File: src/rtl/sdram_seq_pkg.sv
package sdram_seq_pkg;

  localparam int MODE_W = 10;
  localparam int CL_MAX = 3;
  localparam int CLW    = 2;
  localparam int MASK_W = 3;

  typedef enum logic [1:0] {
    CMD_NOP     = 2'd0,
    CMD_READ    = 2'd1,
    CMD_WRITE   = 2'd2,
    CMD_SETMODE = 2'd3
  } seq_cmd_e;

  // mode value after reset: latency 2, burst length 1, normal, burst writes
  localparam logic [MODE_W-1:0] MODE_RESET = 10'h020;

  // next column of a burst that wraps inside a block given by a low-bit mask
  function automatic logic [15:0] wrap_step(input logic [15:0] c, input logic [MASK_W-1:0] m);
    logic [15:0] mm;
    mm = {13'd0, m};
    return (c & ~mm) | ((c + 16'd1) & mm);
  endfunction

endpackage

File: src/rtl/sdram_mode_reg.sv
module sdram_mode_reg import sdram_seq_pkg::*; (
  input  logic              clk,
  input  logic              rst_n,
  input  logic              load,
  input  logic [MODE_W-1:0] mode_in,
  output logic [MASK_W-1:0] bl_mask,
  output logic [CLW-1:0]    cl,
  output logic              wr_single,
  output logic              illegal
);

  logic [2:0] bl_code_q;
  logic [2:0] cl_code_q;
  logic [1:0] op_q;
  logic       wbm_q;
  logic       mode_unused;

  assign mode_unused = mode_in[3];

  always_ff @(posedge clk) begin
    if (!rst_n) begin
      bl_code_q <= MODE_RESET[2:0];
      cl_code_q <= MODE_RESET[6:4];
      op_q      <= MODE_RESET[8:7];
      wbm_q     <= MODE_RESET[9];
    end else if (load) begin
      bl_code_q <= mode_in[2:0];
      cl_code_q <= mode_in[6:4];
      op_q      <= mode_in[8:7];
      wbm_q     <= mode_in[9];
    end
  end

  logic bl_ok, cl_ok;

  always_comb begin
    bl_ok     = (bl_code_q[2] == 1'b0);
    cl_ok     = (cl_code_q == 3'b010) || (cl_code_q == 3'b011);
    bl_mask   = bl_ok ? ((3'd1 << bl_code_q[1:0]) - 3'd1) : '0;
    cl        = cl_code_q[1:0];
    wr_single = wbm_q;
    illegal   = !bl_ok || !cl_ok || (op_q != 2'b00);
  end

endmodule

File: src/rtl/sdram_rd_pipe.sv
module sdram_rd_pipe import sdram_seq_pkg::*; #(
  parameter int COL_W = 4,
  parameter int DEPTH = CL_MAX
) (
  input  logic              clk,
  input  logic              rst_n,
  input  logic              issue,
  input  logic [COL_W-1:0]  issue_col,
  input  logic [MASK_W-1:0] issue_mask,
  input  logic [CLW-1:0]    issue_cl,
  output logic              dq_oe,
  output logic              dq_valid,
  output logic [COL_W-1:0]  beat_col,
  output logic [MASK_W-1:0] burst_mask,
  output logic              launch,
  output logic [COL_W-1:0]  nxt_col
);

  // delay line: slot k holds a read that launches its burst k edges later
  logic [DEPTH-1:0]  st_vld, nv;
  logic [COL_W-1:0]  st_col  [DEPTH];
  logic [COL_W-1:0]  ncol    [DEPTH];
  logic [MASK_W-1:0] st_mask [DEPTH];
  logic [MASK_W-1:0] nmask   [DEPTH];

  genvar g;
  for (g = 0; g < DEPTH; g++) begin : g_slot
    logic              sh_v;
    logic [COL_W-1:0]  sh_c;
    logic [MASK_W-1:0] sh_m;
    logic              take;
    if (g < DEPTH-1) begin : g_mid
      assign sh_v = st_vld[g+1];
      assign sh_c = st_col[g+1];
      assign sh_m = st_mask[g+1];
    end else begin : g_top
      assign sh_v = 1'b0;
      assign sh_c = '0;
      assign sh_m = '0;
    end
    assign take     = issue && (issue_cl == CLW'(g + 1));
    assign nv[g]    = take ? 1'b1 : sh_v;
    assign ncol[g]  = take ? issue_col : sh_c;
    assign nmask[g] = take ? issue_mask : sh_m;
  end

  always_ff @(posedge clk) begin
    if (!rst_n) begin
      st_vld <= '0;
      for (int i = 0; i < DEPTH; i++) begin
        st_col[i]  <= '0;
        st_mask[i] <= '0;
      end
    end else begin
      st_vld <= nv;
      for (int i = 0; i < DEPTH; i++) begin
        st_col[i]  <= ncol[i];
        st_mask[i] <= nmask[i];
      end
    end
  end

  // burst generator
  logic              b_act, b_act_n;
  logic [COL_W-1:0]  b_col, b_col_n;
  logic [MASK_W-1:0] b_left, b_left_n;
  logic [MASK_W-1:0] b_mask, b_mask_n;
  logic              oe_q, oe_n;

  always_comb begin
    b_act_n  = b_act;
    b_col_n  = b_col;
    b_left_n = b_left;
    b_mask_n = b_mask;
    if (st_vld[0]) begin
      b_act_n  = 1'b1;
      b_col_n  = st_col[0];
      b_left_n = st_mask[0];
      b_mask_n = st_mask[0];
    end else if (b_act && (b_left != '0)) begin
      b_col_n  = COL_W'(wrap_step(16'(b_col), b_mask));
      b_left_n = b_left - 1'b1;
    end else begin
      b_act_n = 1'b0;
    end
    // lead: head slot filled; body: burst runs; tail: burst just ended
    oe_n = nv[0] | b_act_n | b_act;
  end

  always_ff @(posedge clk) begin
    if (!rst_n) begin
      b_act  <= 1'b0;
      b_col  <= '0;
      b_left <= '0;
      b_mask <= '0;
      oe_q   <= 1'b0;
    end else begin
      b_act  <= b_act_n;
      b_col  <= b_col_n;
      b_left <= b_left_n;
      b_mask <= b_mask_n;
      oe_q   <= oe_n;
    end
  end

  assign dq_oe      = oe_q;
  assign dq_valid   = b_act;
  assign beat_col   = b_col;
  assign burst_mask = b_mask;
  assign launch     = st_vld[0];
  assign nxt_col    = b_col_n;

endmodule

File: src/rtl/sdram_wr_burst.sv
module sdram_wr_burst import sdram_seq_pkg::*; #(
  parameter int COL_W = 4
) (
  input  logic              clk,
  input  logic              rst_n,
  input  logic              issue_wr,
  input  logic              issue_rd,
  input  logic [COL_W-1:0]  issue_col,
  input  logic [MASK_W-1:0] issue_mask,
  input  logic              single,
  output logic              we,
  output logic [COL_W-1:0]  waddr,
  output logic              busy
);

  logic              w_act;
  logic [COL_W-1:0]  w_col;
  logic [MASK_W-1:0] w_left;
  logic [MASK_W-1:0] w_mask;
  logic [MASK_W-1:0] eff_mask;

  assign eff_mask = single ? '0 : issue_mask;
  assign we       = issue_wr | (w_act & ~issue_rd);
  assign waddr    = issue_wr ? issue_col : w_col;
  assign busy     = w_act;

  always_ff @(posedge clk) begin
    if (!rst_n) begin
      w_act  <= 1'b0;
      w_col  <= '0;
      w_left <= '0;
      w_mask <= '0;
    end else if (issue_wr) begin
      w_act  <= (eff_mask != '0);
      w_col  <= COL_W'(wrap_step(16'(issue_col), eff_mask));
      w_left <= eff_mask;
      w_mask <= eff_mask;
    end else if (issue_rd) begin
      w_act <= 1'b0;
    end else if (w_act) begin
      if (w_left == 3'd1) begin
        w_act <= 1'b0;
      end else begin
        w_left <= w_left - 1'b1;
        w_col  <= COL_W'(wrap_step(16'(w_col), w_mask));
      end
    end
  end

endmodule

File: src/rtl/sdram_store.sv
module sdram_store #(
  parameter int COL_W  = 4,
  parameter int DATA_W = 8
) (
  input  logic              clk,
  input  logic              rst_n,
  input  logic              we,
  input  logic [COL_W-1:0]  waddr,
  input  logic [DATA_W-1:0] wdata,
  input  logic [COL_W-1:0]  raddr,
  output logic [DATA_W-1:0] rdata
);

  localparam int WORDS = 1 << COL_W;

  logic [DATA_W-1:0] mem [WORDS];

  always_ff @(posedge clk) begin
    if (!rst_n) begin
      for (int i = 0; i < WORDS; i++) mem[i] <= '0;
      rdata <= '0;
    end else begin
      if (we) mem[waddr] <= wdata;
      rdata <= mem[raddr];
    end
  end

endmodule

File: src/rtl/sdram_burst_seq.sv
module sdram_burst_seq import sdram_seq_pkg::*; #(
  parameter int COL_W  = 4,
  parameter int DATA_W = 8
) (
  input  logic              clk,
  input  logic              rst_n,
  input  logic [1:0]        cmd,
  input  logic [COL_W-1:0]  col_addr,
  input  logic [MODE_W-1:0] mode_word,
  input  logic [DATA_W-1:0] wr_data,
  output logic              dq_oe,
  output logic              dq_valid,
  output logic [COL_W-1:0]  beat_col,
  output logic [DATA_W-1:0] rd_data,
  output logic              mode_illegal
);

  logic [MASK_W-1:0] bl_mask;
  logic [CLW-1:0]    cl;
  logic              wr_single;
  logic              acc_rd, acc_wr, ld_mode;
  logic              rd_launch;
  logic [MASK_W-1:0] rd_mask;
  logic [COL_W-1:0]  rd_addr_nx;
  logic              wr_en, wr_busy;
  logic [COL_W-1:0]  wr_addr;

  assign ld_mode = (cmd == CMD_SETMODE);
  assign acc_rd  = (cmd == CMD_READ)  && !mode_illegal;
  assign acc_wr  = (cmd == CMD_WRITE) && !mode_illegal;

  sdram_mode_reg u_mode (
    .clk       (clk),
    .rst_n     (rst_n),
    .load      (ld_mode),
    .mode_in   (mode_word),
    .bl_mask   (bl_mask),
    .cl        (cl),
    .wr_single (wr_single),
    .illegal   (mode_illegal)
  );

  sdram_rd_pipe #(.COL_W(COL_W)) u_rd (
    .clk        (clk),
    .rst_n      (rst_n),
    .issue      (acc_rd),
    .issue_col  (col_addr),
    .issue_mask (bl_mask),
    .issue_cl   (cl),
    .dq_oe      (dq_oe),
    .dq_valid   (dq_valid),
    .beat_col   (beat_col),
    .burst_mask (rd_mask),
    .launch     (rd_launch),
    .nxt_col    (rd_addr_nx)
  );

  sdram_wr_burst #(.COL_W(COL_W)) u_wr (
    .clk        (clk),
    .rst_n      (rst_n),
    .issue_wr   (acc_wr),
    .issue_rd   (acc_rd),
    .issue_col  (col_addr),
    .issue_mask (bl_mask),
    .single     (wr_single),
    .we         (wr_en),
    .waddr      (wr_addr),
    .busy       (wr_busy)
  );

  sdram_store #(.COL_W(COL_W), .DATA_W(DATA_W)) u_store (
    .clk   (clk),
    .rst_n (rst_n),
    .we    (wr_en),
    .waddr (wr_addr),
    .wdata (wr_data),
    .raddr (rd_addr_nx),
    .rdata (rd_data)
  );

endmodule

File: config.mk
export PLATFORM = sky130hd
export DESIGN_NAME = sdram_burst_seq
export DESIGN_NICKNAME = d
export VERILOG_FILES = /design/src/rtl/sdram_seq_pkg.sv /design/src/rtl/sdram_mode_reg.sv /design/src/rtl/sdram_rd_pipe.sv /design/src/rtl/sdram_wr_burst.sv /design/src/rtl/sdram_store.sv /design/src/rtl/sdram_burst_seq.sv
export SDC_FILE = /design/constraint.sdc
export NUM_CORES = 1
export LEC_CHECK = 0
export CORE_MARGIN = 3
export CORE_UTILIZATION = 45
export CTS_CLUSTER_DIAMETER = 150
export CTS_CLUSTER_SIZE = 10
export DETAILED_ROUTE_END_ITERATION = 7
export PLACE_DENSITY = 0.61
export SKIP_CTS_REPAIR_TIMING = 1
export SYNTH_ARGS = -nofsm -noshare
export SYNTH_HDL_FRONTEND = slang
export SYNTH_SLANG_ARGS = --single-unit
File: constraint.sdc
create_clock -name clk -period 6 [get_ports clk]
set_clock_uncertainty 0.05 [all_clocks]
set_input_delay 1.5 -clock clk [delete_from_list [all_inputs] [get_ports clk]]
set_output_delay 1.5 -clock clk [all_outputs]
set_load 0.01 [all_outputs]
==> summary.txt <==
Die
  – Starting density of the core: 0.4632
  – Die height: between 100 and 150 um
  – I/O Pins: slightly above 40
  – Site row count: 50
  – Die footprint: about 0.021 mm2
  – Die X: 145.5 um
  – Core Region: ~0.019 mm2

Placed design
  – Port buffer count: 39
  – DP HPWL: about 14000 um
  – Pre-CTS WS: about 1.2 ns
  – Routability cong.: 0.8481
  – DP Cell Count: 1050
  – Placed Area: about 0.0091 mm2

Power
  – Sw Share: 0.2395
  – Internal: between 2 and 2.5 mW
  – Flop pwr share: 0.539
  – PD cells: between 200 and 300 mW/mm2
  – Gate power share: 0.077
  – Pleak: around 3.5 nW
  – Switching power: around 0.66 mW
  – Peak supply drop: ~0.22 mV
  – Clock Power Share: 0.384

Route
  – Vias: 5965
  – Avg Vias per Cell: around 5.5
  – DRC: 0
  – Initial drt markers: 471
  – Post-Route WL: 20420 um
  – Routed Antenna Nets: 0
  – Routed length per instance: between 15 and 20 um
  – TritonRoute pass-1 iters: 5

STA
  – Worst-Margin Slew: 1.129 ns
  – Rel. slew slack: 0.2397
  – Highest clock rate: 232.8 MHz
  – Final Setup Violations: 0
  – Fin. max-slew vios: 0
  – Final min period: 4.295 ns
  – RSZ-0062 raised after global routing: false
  – Hold Fails Final Rpt: 0
  – Setup_tns: 0 ns
  – WHS: around 0.38 ns
  – Final worst slack: approximately 1.7 ns
  – Fin crit share: 0.7158

Setup path
  – Flop2flop setup slack: 2.15 ns
  – Max stage delay on crit path: between 0.7 and 0.8 ns
  – Worst R2R End: u_store.rdata[5]
  – RR Startpoint: u_rd.st_vld[0]
  – Setup Crit Path Kind: primary input to flop
  – Worst Setup End Kind: flop
  – CP cell instances: clkdlybuf4s50_1 -> nand3b_1 -> nor2_1 -> nor3_1 -> o21bai_1 -> o21ai_0
  – Slowest cell on the critical path: o21bai_1
  – Startpoint types: primary input
  – Worst EP required: between 5 and 6 ns
  – Critical path arrival: 4.27 ns
  – Worst Path Max Fanout: 14
  – R2R depth: 8

Synthesis
  – Synth Flop Type: edfxtp_1
  – Ys async rst share: 0
  – Yosys Warn Count: 0
  – Synth unique cells: 63
  – Synthesized area: slightly below 0.009 mm2
  – Flops & latches, synth: 192
  – Avg Cell Area, Syn: 10.86 um2
  – Sequential area share after synthesis: 0.5856
  – Syn Nets: ~840
  – Post-synth EDFFs: between 100 and 150
  – Synth Instances: ~810

Finish
  – Final nets: 842
  – Area Growth Syn to Fin: 10.52%
  – Design Area, Final: approximately 0.0097 mm2
  – Share of post-route cells with drive strength above 1: 0.07543
  – Non-filler instance count after layout: between 1000 and 1500
  – Ant. Diodes: 0

Hold path
  – Hold Path End: u_rd.st_col[0][1]
  – Hold WC Path Type: flop to flop
  – Hold path cells: 1
  – Hold path start: u_rd.st_col[0][5]

CTS
  – Worst-path clk slew: approximately 0.07 ns
  – CTS tree: done
  – Sink Count: between 150 and 200
  – Clk root buf: clkbuf_16
  – Later-pin clock latency in the skew report: ~0.44 ns
  – CTS buffer count: 17
  – Clock tree buffer depth: 2
  – H-Tree Depth: 4

Global route
  – Vias in the first global route: between 5000 and 6000
  – Pin count of the biggest net entering global routing: 67
  – Gr ovfl total: 0
  – Global Route Usage Sum: 0.1934
  – Initial antenna violation count: 0
  – Global-route wire length before repair: between 30000 and 40000 um

Flow run
  – Total of max-cap violations: 0

Outcome
  – Status: finished clean
[layer usage]
metal / GRT usage / wire length [um] / vias up / share of wire
met5: 0 / 0 / - / 0
met4: 0.06125 / 276 / 0 / 0.014
met3: 0.03706 / 1112 / 23 / 0.054
met2: 0.3031 / 9474 / 176 / 0.46
met1: 0.2737 / 9553 / 2919 / 0.47
li1: - / - / 2847 / -
[critical path, delay by kind of cell]
kind / cells / cell delay, ns
and+or+nand+nor: 3 / 0.91
buffers and inverters: 1 / 0.52
AOI/OAI and AO/OA: 2 / 1.33
[synth_stat cells, types with 8 or more instances]
cell | instances | area share
edfxtp_1 | 128 | 0.44
mux2_2 | 11 | 0.014
buf_4 | 14 | 0.012
nand3b_1 | 8 | 0.0069
and2_1 | 19 | 0.014
inv_1 | 19 | 0.0082
nand3_1 | 33 | 0.019
nand2b_1 | 15 | 0.011
o21ai_0 | 23 | 0.013
nor2_1 | 119 | 0.051
a21boi_0 | 22 | 0.019
clkbuf_1 | 13 | 0.0056
a21oi_1 | 8 | 0.0046
dfxtp_1 | 64 | 0.15
mux2i_1 | 51 | 0.058
buf_2 | 20 | 0.011
nor3_1 | 40 | 0.023
nand2_1 | 94 | 0.040
[power by group through the flow]
| stage | registers [mW] | clock network (mW) | logic (mW) |
|---|---|---|---|
| 2_1_floorplan | 1.50 | 0 | 0.132 |
| 3_3_place_gp | 1.51 | 0 | 0.205 |
| 3_5_place_dp | 1.51 | 0 | 0.209 |
| 4_1_cts | 1.48 | 1.06 | 0.210 |
| 5_1_grt | 1.49 | 1.12 | 0.230 |
| 6_report | 1.48 | 1.05 | 0.211 |
[metrics by stage]
stage,power (mW),util
after floorplan,1.635,-
after global placement,1.712,0.4834
after detailed placement,1.719,0.4834
after CTS,2.756,0.5119
after global routing,2.835,0.5119
final,2.745,0.5119
[cell usage in the layout, fill, tap and decap left out, drive strengths merged, types with 22 or more instances in the layout]
| master | netlist | routed |
|---|---|---|
| nand3 | 34 | 34 |
| mux2i | 51 | 51 |
| nor3 | 41 | 41 |
| dfxtp | 64 | 64 |
| edfxtp | 128 | 128 |
| nor2 | 119 | 119 |
| nand2 | 94 | 94 |
| o21ai | 26 | 26 |
| inv | 19 | 26 |
| clkdlybuf4s50 | 0 | 38 |
| a21boi | 22 | 22 |
[worst max path at each step]
stage / to / cells past startpoint / startpoint / slack [ns]
floorplan: u_store.mem[0][0] / 7 / cmd[0] / 2.52
global placement: u_store.mem[12][1] / 6 / cmd[1] / 1.37
detailed placement: u_store.mem[4][4] / 6 / cmd[1] / 1.21
CTS: u_store.mem[4][0] / 6 / cmd[1] / 1.63
global route: u_store.mem[3][5] / 7 / cmd[1] / 1.47
finish: u_store.mem[0][6] / 6 / cmd[1] / 1.71
[state kept, by name (all words and copies together) (netlist names), 4 cells and up, named ones only]
| signal | flops |
|---|---|
| u_rd.beat_col | 4 |
| u_rd.st_col | 12 |
| u_rd.st_mask | 9 |
| u_store.mem | 128 |
| u_store.rdata | 8 |
[final cells by class]
class,instances,area (um2)
Tap cell,260,325.3
Sequential cell,192,5125
Fill cell,1725,9221
Clock buffer,20,456.7
Clock inverter,12,81.33
Timing Repair Buffer,44,422.9
Multi-Input combinational cell,535,3189
Inverter,19,71.32
[logic make-up (layout without fill, tap and decap cells)]
logic type / count (synthesis) / in the layout / synth area share
fa+ha+maj: 7 / 7 / 0.01001
compound gates: 105 / 105 / 0.08965
mux: 62 / 62 / 0.07249
buf+inv: 79 / 95 / 0.05019
xor+xnor: 3 / 3 / 0.003003
flops: 192 / 192 / 0.5856
simple gates: 358 / 358 / 0.1890
(Power assumes the default switching activity.)
